## src/rtl/bwm_pkg.sv

```systemverilog
package bwm_pkg;

    // Word select on the configuration port
    localparam logic ADDR_LIMITS = 1'b0;
    localparam logic ADDR_STATUS = 1'b1;

    // Status word bit positions
    localparam int STAT_RETRY_BIT = 0;
    localparam int STAT_WAIT_BIT  = 1;

    typedef enum logic [1:0] {
        RT_IDLE   = 2'd0,
        RT_COUNT  = 2'd1,
        RT_EXPIRE = 2'd2
    } retry_state_t;

    typedef enum logic [1:0] {
        WT_IDLE  = 2'd0,
        WT_STALL = 2'd1,
        WT_ABORT = 2'd2
    } wait_state_t;

endpackage

```

## src/rtl/bwm_cfg_regs.sv

```systemverilog
module bwm_cfg_regs
    import bwm_pkg::*;
#(
    parameter int          LIM_W     = 8,
    parameter int          DATA_W    = 32,
    parameter int unsigned RETRY_RST = 128,
    parameter int unsigned WAIT_RST  = 128
) (
    input  logic                  clk,
    input  logic                  rst_n,
    input  logic                  wr,
    input  logic                  addr,
    input  logic [DATA_W/8-1:0]   be,
    input  logic [DATA_W-1:0]     wdata,
    input  logic                  retry_hit,
    input  logic                  wait_hit,
    output logic [DATA_W-1:0]     rdata,
    output logic [LIM_W-1:0]      retry_lim,
    output logic [LIM_W-1:0]      wait_lim,
    output logic                  retry_flag,
    output logic                  wait_flag
);

    localparam int BE_W     = DATA_W / 8;
    localparam int WAIT_LO  = 0;
    localparam int RETRY_LO = LIM_W;

    logic [LIM_W-1:0] wait_mask;
    logic [LIM_W-1:0] retry_mask;
    logic             lim_wr;
    logic             stat_wr;
    logic             clr_retry;
    logic             clr_wait;

    // Per-bit write mask taken from the byte lane that holds the bit
    genvar g;
    generate
        for (g = 0; g < LIM_W; g++) begin : g_lane
            assign wait_mask[g]  = be[(WAIT_LO + g) / 8];
            assign retry_mask[g] = be[(RETRY_LO + g) / 8];
        end
    endgenerate

    assign lim_wr    = wr && (addr == ADDR_LIMITS);
    assign stat_wr   = wr && (addr == ADDR_STATUS) && be[0];
    assign clr_retry = stat_wr && wdata[STAT_RETRY_BIT];
    assign clr_wait  = stat_wr && wdata[STAT_WAIT_BIT];

    always_ff @(posedge clk or negedge rst_n) begin
        if (!rst_n) begin
            retry_lim <= LIM_W'(RETRY_RST);
            wait_lim  <= LIM_W'(WAIT_RST);
        end else if (lim_wr) begin
            wait_lim  <= (wait_lim & ~wait_mask)
                       | (wdata[WAIT_LO +: LIM_W] & wait_mask);
            retry_lim <= (retry_lim & ~retry_mask)
                       | (wdata[RETRY_LO +: LIM_W] & retry_mask);
        end
    end

    // Sticky flags: a new expiry wins over a clear in the same clock
    always_ff @(posedge clk or negedge rst_n) begin
        if (!rst_n) begin
            retry_flag <= 1'b0;
            wait_flag  <= 1'b0;
        end else begin
            retry_flag <= retry_hit | (retry_flag & ~clr_retry);
            wait_flag  <= wait_hit  | (wait_flag  & ~clr_wait);
        end
    end

    always_comb begin
        rdata = '0;
        unique case (addr)
            ADDR_LIMITS: begin
                rdata[WAIT_LO +: LIM_W]  = wait_lim;
                rdata[RETRY_LO +: LIM_W] = retry_lim;
            end
            ADDR_STATUS: begin
                rdata[STAT_RETRY_BIT] = retry_flag;
                rdata[STAT_WAIT_BIT]  = wait_flag;
            end
            default: rdata = '0;
        endcase
    end

    logic unused_be;
    assign unused_be = ^be[BE_W-1:0];

endmodule

```

## src/rtl/bwm_retry_fsm.sv

```systemverilog
module bwm_retry_fsm
    import bwm_pkg::*;
#(
    parameter int LIM_W = 8
) (
    input  logic             clk,
    input  logic             rst_n,
    input  logic [LIM_W-1:0] limit,
    input  logic             retry_ev,
    input  logic             clear,
    output logic             term
);

    localparam int CNT_W = LIM_W + 1;

    retry_state_t     state, state_n;
    logic [CNT_W-1:0] cnt, cnt_n;
    logic [CNT_W-1:0] cnt_inc;
    logic [CNT_W-1:0] lim_ext;
    logic             enabled;

    assign enabled = (limit != '0);
    assign lim_ext = {1'b0, limit};
    assign cnt_inc = cnt + CNT_W'(1);

    // State register
    always_ff @(posedge clk or negedge rst_n) begin
        if (!rst_n) begin
            state <= RT_IDLE;
            cnt   <= '0;
        end else begin
            state <= state_n;
            cnt   <= cnt_n;
        end
    end

    // Next state
    always_comb begin
        state_n = state;
        cnt_n   = cnt;
        unique case (state)
            RT_IDLE, RT_EXPIRE: begin
                state_n = RT_IDLE;
                cnt_n   = '0;
                if (!clear && enabled && retry_ev) begin
                    state_n = RT_COUNT;
                    cnt_n   = CNT_W'(1);
                end
            end
            RT_COUNT: begin
                if (clear || !enabled) begin
                    state_n = RT_IDLE;
                    cnt_n   = '0;
                end else if (retry_ev) begin
                    if (cnt_inc > lim_ext) begin
                        state_n = RT_EXPIRE;
                        cnt_n   = '0;
                    end else begin
                        cnt_n = cnt_inc;
                    end
                end
            end
            default: begin
                state_n = RT_IDLE;
                cnt_n   = '0;
            end
        endcase
    end

    // Outputs
    always_comb begin
        term = (state == RT_EXPIRE);
    end

endmodule

```

## src/rtl/bwm_wait_fsm.sv

```systemverilog
module bwm_wait_fsm
    import bwm_pkg::*;
#(
    parameter int LIM_W = 8
) (
    input  logic             clk,
    input  logic             rst_n,
    input  logic [LIM_W-1:0] limit,
    input  logic             stall,
    output logic             abort
);

    localparam int CNT_W = LIM_W + 1;

    wait_state_t      state, state_n;
    logic [CNT_W-1:0] cnt, cnt_n;
    logic [CNT_W-1:0] cnt_inc;
    logic [CNT_W-1:0] lim_ext;
    logic             enabled;

    assign enabled = (limit != '0);
    assign lim_ext = {1'b0, limit};
    assign cnt_inc = cnt + CNT_W'(1);

    // State register
    always_ff @(posedge clk or negedge rst_n) begin
        if (!rst_n) begin
            state <= WT_IDLE;
            cnt   <= '0;
        end else begin
            state <= state_n;
            cnt   <= cnt_n;
        end
    end

    // Next state
    always_comb begin
        state_n = state;
        cnt_n   = cnt;
        unique case (state)
            WT_IDLE, WT_ABORT: begin
                state_n = WT_IDLE;
                cnt_n   = '0;
                if (stall && enabled) begin
                    if (lim_ext == CNT_W'(1)) begin
                        state_n = WT_ABORT;
                    end else begin
                        state_n = WT_STALL;
                        cnt_n   = CNT_W'(1);
                    end
                end
            end
            WT_STALL: begin
                if (!stall || !enabled) begin
                    state_n = WT_IDLE;
                    cnt_n   = '0;
                end else if (cnt_inc >= lim_ext) begin
                    state_n = WT_ABORT;
                    cnt_n   = '0;
                end else begin
                    cnt_n = cnt_inc;
                end
            end
            default: begin
                state_n = WT_IDLE;
                cnt_n   = '0;
            end
        endcase
    end

    // Outputs
    always_comb begin
        abort = (state == WT_ABORT);
    end

endmodule

```

## src/rtl/bus_wait_monitor.sv

```systemverilog
module bus_wait_monitor
    import bwm_pkg::*;
#(
    parameter int          LIM_W     = 8,
    parameter int          DATA_W    = 32,
    parameter int unsigned RETRY_RST = 128,
    parameter int unsigned WAIT_RST  = 128
) (
    input  logic                clk,
    input  logic                rst_n,
    input  logic                cfg_wr,
    input  logic                cfg_addr,
    input  logic [DATA_W/8-1:0] cfg_be,
    input  logic [DATA_W-1:0]   cfg_wdata,
    output logic [DATA_W-1:0]   cfg_rdata,
    input  logic                txn_active,
    input  logic                txn_start,
    input  logic                txn_done,
    input  logic                tgt_claim,
    input  logic                tgt_ready,
    input  logic                tgt_stop,
    output logic                retry_term,
    output logic                wait_abort
);

    logic [LIM_W-1:0] retry_lim;
    logic [LIM_W-1:0] wait_lim;
    logic             retry_flag;
    logic             wait_flag;
    logic             retry_ev;
    logic             stall;
    logic             txn_clear;

    // A retry: claimed, stop without ready. A stall: claimed, neither strobe.
    assign retry_ev  = txn_active && tgt_claim && tgt_stop && !tgt_ready;
    assign stall     = txn_active && tgt_claim && !tgt_stop && !tgt_ready;
    assign txn_clear = txn_start || txn_done;

    bwm_cfg_regs #(
        .LIM_W     (LIM_W),
        .DATA_W    (DATA_W),
        .RETRY_RST (RETRY_RST),
        .WAIT_RST  (WAIT_RST)
    ) u_regs (
        .clk        (clk),
        .rst_n      (rst_n),
        .wr         (cfg_wr),
        .addr       (cfg_addr),
        .be         (cfg_be),
        .wdata      (cfg_wdata),
        .retry_hit  (retry_term),
        .wait_hit   (wait_abort),
        .rdata      (cfg_rdata),
        .retry_lim  (retry_lim),
        .wait_lim   (wait_lim),
        .retry_flag (retry_flag),
        .wait_flag  (wait_flag)
    );

    bwm_retry_fsm #(
        .LIM_W (LIM_W)
    ) u_retry (
        .clk      (clk),
        .rst_n    (rst_n),
        .limit    (retry_lim),
        .retry_ev (retry_ev),
        .clear    (txn_clear),
        .term     (retry_term)
    );

    bwm_wait_fsm #(
        .LIM_W (LIM_W)
    ) u_wait (
        .clk   (clk),
        .rst_n (rst_n),
        .limit (wait_lim),
        .stall (stall),
        .abort (wait_abort)
    );

endmodule

```

## config.mk

```make
export PLATFORM = sky130hd
export DESIGN_NAME = bus_wait_monitor
export DESIGN_NICKNAME = d
export VERILOG_FILES = /design/src/rtl/bwm_pkg.sv /design/src/rtl/bwm_cfg_regs.sv /design/src/rtl/bwm_retry_fsm.sv /design/src/rtl/bwm_wait_fsm.sv /design/src/rtl/bus_wait_monitor.sv
export SDC_FILE = /design/constraint.sdc
export NUM_CORES = 1
export LEC_CHECK = 0
export BUFFER_PORTS_ARGS = -buffer_cell sky130_fd_sc_hd__buf_2
export CORE_UTILIZATION = 46
export CTS_CLUSTER_SIZE = 20
export DETAILED_ROUTE_END_ITERATION = 7
export PLACE_DENSITY = 0.68
export SLEW_MARGIN = 10
export SYNTH_ARGS = -nofsm -noshare
export SYNTH_HDL_FRONTEND = slang
export SYNTH_HIERARCHICAL = 1
export SYNTH_SLANG_ARGS = --single-unit
```

## constraint.sdc

```tcl
create_clock -name clk -period 5.2 [get_ports clk]
set_input_delay 0.78 -clock clk [delete_from_list [all_inputs] [get_ports clk]]
set_output_delay 0.78 -clock clk [all_outputs]
set_load 0.005 [all_outputs]
```

==> qor.yml, run 1 <==
antenna_found_initial: 0
clkTransAtPathRegs_ns: 0.07
tns_ns: 0
crit_start: "u_retry/cnt[0]"
min_period_over_period_pct: 52.1
wirelength_um: 5160
fmax_ghz: 0.369
clk_latency_ns: 0.29
dieHeight_um: 79.4
drc: 0
hp-start: "u_regs/retry_flag"
seqCellArea_um2: 1000
n_antenna_cell: 0
cts_made_buffers: 5
drv_slew: 0
via_per_inst: 5.38
grt_overflow_total: 0
worstPathRequired_ns: 5.42
multi_input_area_um2: 1570
holdCritPathClass: "flop to flop"
yosysUniqueCellTypes: 58
min_period_ns: 2.71
finalHoldViolations: 0
status: "finished clean"
layout_common_cells: "45 x buf_2, 38 x dfrtp_1, 18 x mux2_2, 18 x ha_1"
core_um2: 5640
cellLeakagePower_nw: 1.51
ys_ff_latch: 40
syn_to_final_growth_pct: 10.7
p_per_area_nw_per_um2: 240
synth-async-reset-ratio_pct: 100
design_area_um2: 3050
mostFrequentLayoutCell: "buf_2"
initial_core_util_pct: 48.9
synth_area_um2: 2760
synth_warnings: 6
seq_area_frac_synth_pct: 36.4
die_w_um: 79.4
cts_tree: "done"
syn_inst: 271
track_usage_pct: 17.9
hold_depth: 1
setup_viol: 0
tightest_slew_ns: 0.893
placed_cell_area_um2: 2950
clockBufferDepth: 2
timing.rr.start: "u_retry/cnt[0]"
grt_max_degree: 41
rrSetupSlack_ns: 2.49
cp-end-kind: "flop"
r2r_cells: 10
dieArea_um2: 6310
cts_max_level: 2
hold_end: "u_regs/retry_flag"
maxSlewHeadroom_pct: 40.4
grt_pass1_wl_um: 8850
finalNetCount: 377
drtAntennaViolNets: 0
grt_pass1_vias: 2022
syn_avg_cell_area_um2: 10.2
dp_hpwl_um: 3880
worst-endpoint-arrival_ns: 2.93
routedWlPerCell_um: 13.4
ios: 80
fillers: 518
vias: 2076
gp_congestion: 0.745
cts_root_buf: "clkbuf_8"
cp_max_fo: 12
crit_type: "flop to flop"
drt_iter0_drc: 124
holdBufCountCts: 0
peakVddDrop_v: 0.000128
fin_skew_ns: 0.00945
portBuffers: 45
synth_edf_count: 0
cts_setup_buffers: 0
cap_violations: 0
drt_pass1_iterations: 4
rsz0062_at_grt: "false"
cts_sinks: 40
r2r-end: "u_retry/cnt[0]"
rows: 27
startpoint_type: "flop"
synthFlopType: "dfrtp_1"
drive_gt1_share_pct: 30.6
cts-resized-gates: 0
[cells by family (layout without fill, tap and decap cells)]
group           after synthesis  count (layout)  share of synthesized area (%)
xor+xnor                     13              13                           4.13
compound gates               35              35                           9.66
mux                          18              18                           7.35
buf+inv                      42              70                           8.71
flops                        40              40                           36.4
other cells                   2              17                          0.272
simple gates                103             103                           25.4
fa+ha+maj                    18              18                           8.16
[area by class of cell]
type / count / share of cell area, %
repair buffers: 45 / 7.37
flip-flops and latches: 40 / 32.9
multi-input cells: 204 / 51.5
clock buffers: 8 / 3.28
inverters: 17 / 2.09
well taps: 72 / 2.95
[through the flow]
stage | std cells | hold WS, ns | worst slack, ns | power [W] | util [%]
3_3_place_gp | 378 | 0.456 | 2.55 | 0.000507 | 52.4
4_1_cts | 386 | 0.481 | 2.49 | 0.000746 | 54.1
3_5_place_dp | 378 | 0.466 | 2.50 | 0.000513 | 52.4
2_1_floorplan | 286 | 0.444 | 2.92 | 0.000469 | -
5_1_grt | 386 | 0.497 | 2.24 | 0.000776 | 54.1
6_report | 386 | 0.482 | 2.49 | 0.000734 | 54.1
[power breakdown]
part	switching [W]	internal, W
clock	0.000106	0.000121
sequential	0.0000253	0.000339
combinational	0.0000706	0.0000722
total	0.000202	0.000532
[synth_stat cells, types with 3 or more instances]
| cell type | n | share of area, % |
|---|---|---|
| a21oi_1 | 9 | 1.6 |
| a31oi_1 | 4 | 0.91 |
| and2b_2 | 4 | 1.3 |
| buf_2 | 3 | 0.54 |
| buf_4 | 17 | 4.6 |
| clkbuf_1 | 3 | 0.41 |
| dfrtp_1 | 38 | 34 |
| ha_1 | 18 | 8.2 |
| inv_1 | 17 | 2.3 |
| mux2_2 | 18 | 7.3 |
| nand2_1 | 14 | 1.9 |
| nand2b_1 | 8 | 1.8 |
| nand3_1 | 4 | 0.73 |
| nand3_2 | 3 | 1.1 |
| nand4_1 | 14 | 3.2 |
| nor2_1 | 12 | 1.6 |
| nor2b_1 | 13 | 2.9 |
| nor3b_1 | 7 | 1.9 |
| nor3b_2 | 3 | 1.4 |
| o211ai_1 | 3 | 0.82 |
| xnor2_1 | 6 | 1.9 |
| xor2_1 | 7 | 2.2 |
[critical path, stage by stage, from the launching register on]
cell,delay [ns]
dfrtp_1,0.45
ha_1,0.28
nand3_2,0.16
nor2_1,0.15
xor2_1,0.21
ha_1,0.29
a21oi_1,0.17
o21bai_1,0.09
o211ai_2,0.46
nand4_1,0.16
a31oi_1,0.20
[per-layer routing]
layer	up-vias	global-route usage, %	part of all wire (%)
li1	1012	-	-
met1	1024	20.3	43
met2	34	33.4	54
met3	6	3.43	2.7
met4	0	5.45	1.1
met5	-	0	0
[how the worst max path moves through the flow]
stage / to / slack (ns) / cells after the start
4_1_cts: u_retry/cnt[2] / 2.49 / 10
6_report: u_retry/cnt[0] / 2.49 / 10
3_5_place_dp: u_retry/cnt[2] / 2.50 / 10
5_1_grt: u_retry/cnt[0] / 2.24 / 10
2_1_floorplan: u_retry/cnt[3] / 2.92 / 11
3_3_place_gp: u_retry/cnt[0] / 2.55 / 10
No activity file was read; power rests on OpenSTA's default activity.
==> inputs of run 2 (changes only) <==
--- a/config.mk
+++ b/config.mk
@@ -9,7 +9,7 @@
 export CORE_UTILIZATION = 46
 export CTS_CLUSTER_SIZE = 20
 export DETAILED_ROUTE_END_ITERATION = 7
-export PLACE_DENSITY = 0.68
+export PLACE_DENSITY = 0.71
 export SLEW_MARGIN = 10
 export SYNTH_ARGS = -nofsm -noshare
 export SYNTH_HDL_FRONTEND = slang
==> constraint.sdc (replaced) <==
create_clock -name clk -period 2.45 [get_ports clk]
set_input_delay 0.3675 -clock clk [delete_from_list [all_inputs] [get_ports clk]]
set_output_delay 0.3675 -clock clk [all_outputs]
set_load 0.005 [all_outputs]
==> run 2 against run 1 <==
Compared with the run above: first-iteration DRC count is 40% lower; maximum frequency rose by 13%; utilization increased by 2.8 points; via count about the same; flip-flop and latch count unchanged; cell count grew 2.3%; clock power grew 110%; worst hold slack got worse by 0.29 ns; critical path type unchanged.
==> qor.yml, run 2 (synthesized netlist as in run 1, its figures left out) <==
dieHeight_um: 79.4  # unchanged
fin_skew_ns: 0.00650  # -0.00295 ns
vias: 2077  # +0.048%
fmax_ghz: 0.417  # +13%
drt_iter0_drc: 74  # -40%
crit_type: "flop to flop"
drc: 0  # unchanged
use_met1_pct: 20.7  # +0.44 points
startpoint_type: "flop"
maxSlewHeadroom_pct: 32.7  # -7.7 points
syn_to_final_growth_pct: 16.4
via_per_inst: 5.26  # -2.2%
tns_ns: 0  # unchanged
dp_hpwl_um: 3940  # +1.7%
cp_max_fo: 12  # unchanged
antenna_found_initial: 0  # unchanged
n_antenna_cell: 0  # unchanged
finalHoldViolations: 0  # unchanged
grt_max_degree: 41  # unchanged
worstPathRequired_ns: 2.69  # -2.73 ns
cp-end-kind: "flop"
rrSetupSlack_ns: 0.05  # -2.44 ns
drive_gt1_share_pct: 35.9  # +5.3 points
finalNetCount: 386  # +2.4%
cts_tree: "done"
top_usage_layer: "met2"
peakVddDrop_v: 0.000285  # +120%
holdCritPathClass: "input port to async pin"
rows: 27  # unchanged
drtAntennaViolNets: 0  # unchanged
min_period_ns: 2.40  # -0.313 ns
drt_pass1_iterations: 4  # unchanged
mostFrequentLayoutCell: "buf_2"
setup_viol: 0  # unchanged
track_usage_pct: 18.2  # +0.33 points
cellLeakagePower_nw: 1.57  # +3.8%
cap_violations: 0  # unchanged
clkTransAtPathRegs_ns: 0.08  # about the same
cts_root_buf: "clkbuf_8"
routedWlPerCell_um: 13.7  # +2.4%
portBuffers: 45  # unchanged
power_w: 0.00159  # +120%
gp_congestion: 0.773  # +3.7%
use_met3_pct: 3.43  # unchanged
min_period_over_period_pct: 97.8  # +46 points
cts_made_buffers: 5  # unchanged
core_um2: 5640  # unchanged
ios: 80  # unchanged
die_w_um: 79.4  # unchanged
met2_usage_pct: 33.8  # +0.34 points
tightest_slew_ns: 1.00  # +0.109 ns
rsz0062_at_grt: "true"
status: "finished clean"
clk_latency_ns: 0.29  # about the same
wirelength_um: 5410  # +4.8%
grt_pass1_vias: 2056  # +1.7%
worst-endpoint-arrival_ns: 2.63  # -0.30 ns
hold_ws_ns: 0.196  # -0.286 ns
layout_common_cells: "45 x buf_2, 37 x dfrtp_1, 18 x mux2_2"
clockBufferDepth: 2  # unchanged
cts_max_level: 2  # unchanged
grt_overflow_total: 0  # unchanged
drv_slew: 0  # unchanged
initial_core_util_pct: 48.9  # unchanged
p_per_area_nw_per_um2: 495  # +110%
grt_pass1_wl_um: 8970  # +1.3%
cts_sinks: 40  # unchanged
dieArea_um2: 6310  # unchanged
run 2: report_power, final:
group	switching (W)	total [W]	internal, W	leakage [nW]
clock network	0.000232	0.000489	0.000257	0.0515
registers	0.0000525	0.000771	0.000719	0.517
logic	0.000162	0.000329	0.000166	1.00
total	0.000447	0.00159	0.00114	1.57
run 2: final cells by class:
class / count / area (um^2)
fillers: 502 / 2430
well taps: 72 / 90.1
flip-flops and latches: 40 / 1000
clock buffers: 8 / 100
multi-input cells: 204 / 1640
inverters: 17 / 63.8
repair buffers: 54 / 309
run 2: path summary, 6_finish.rpt:
check	from	end	cells past startpoint
min in group clk	cfg_wdata[5]	flop	2
max	u_retry/cnt[0]	u_retry/cnt[5]	12
min	rst_n	u_retry/cnt[6]	1
max reg2reg	u_retry/cnt[0]	u_retry/cnt[5]	12
min reg2reg	u_regs/retry_flag	u_regs/retry_flag	1
max in group asynchronous	rst_n	u_retry/cnt[2]	1
run 2: worst max-delay path: stages (launching register included):
cell      delay [ns]
dfrtp_1         0.44
ha_4            0.19
nand3_4         0.11
nor2_4          0.05
xor2_2          0.15
ha_1            0.33
buf_6           0.11
nand3_2         0.06
or3_4           0.34
o211ai_4        0.09
buf_12          0.16
and2_0          0.13
a41o_1          0.17
run 2: repair_timing:
item / in CTS / in global routing
hold buffers: 0 / 0
endpoints found under the setup margin: 10 / 20
setup buffers: 0 / 3
pin swaps: 1 / 12
resized for setup: 1 / 16
run 2: through the flow:
step	setup WS, ns	instances	utilization, %	instance area [um^2]
final	0.0537	395	56.9	3210
after global routing	-0.0834	395	56.9	3210
after CTS	0.0136	392	55.1	3110
after detailed placement	-0.0805	384	53.2	3000
after global placement	0.0114	384	53.2	3000
after floorplan	0.173	286	-	2820
run 2: metal layers:
| layer | vias to the layer above | part of all wire, % |
|---|---|---|
| met5 | - | 0 |
| met4 | 0 | 1.1 |
| met3 | 6 | 3.3 |
| met2 | 45 | 52 |
| met1 | 1003 | 43 |
| li1 | 1023 | - |
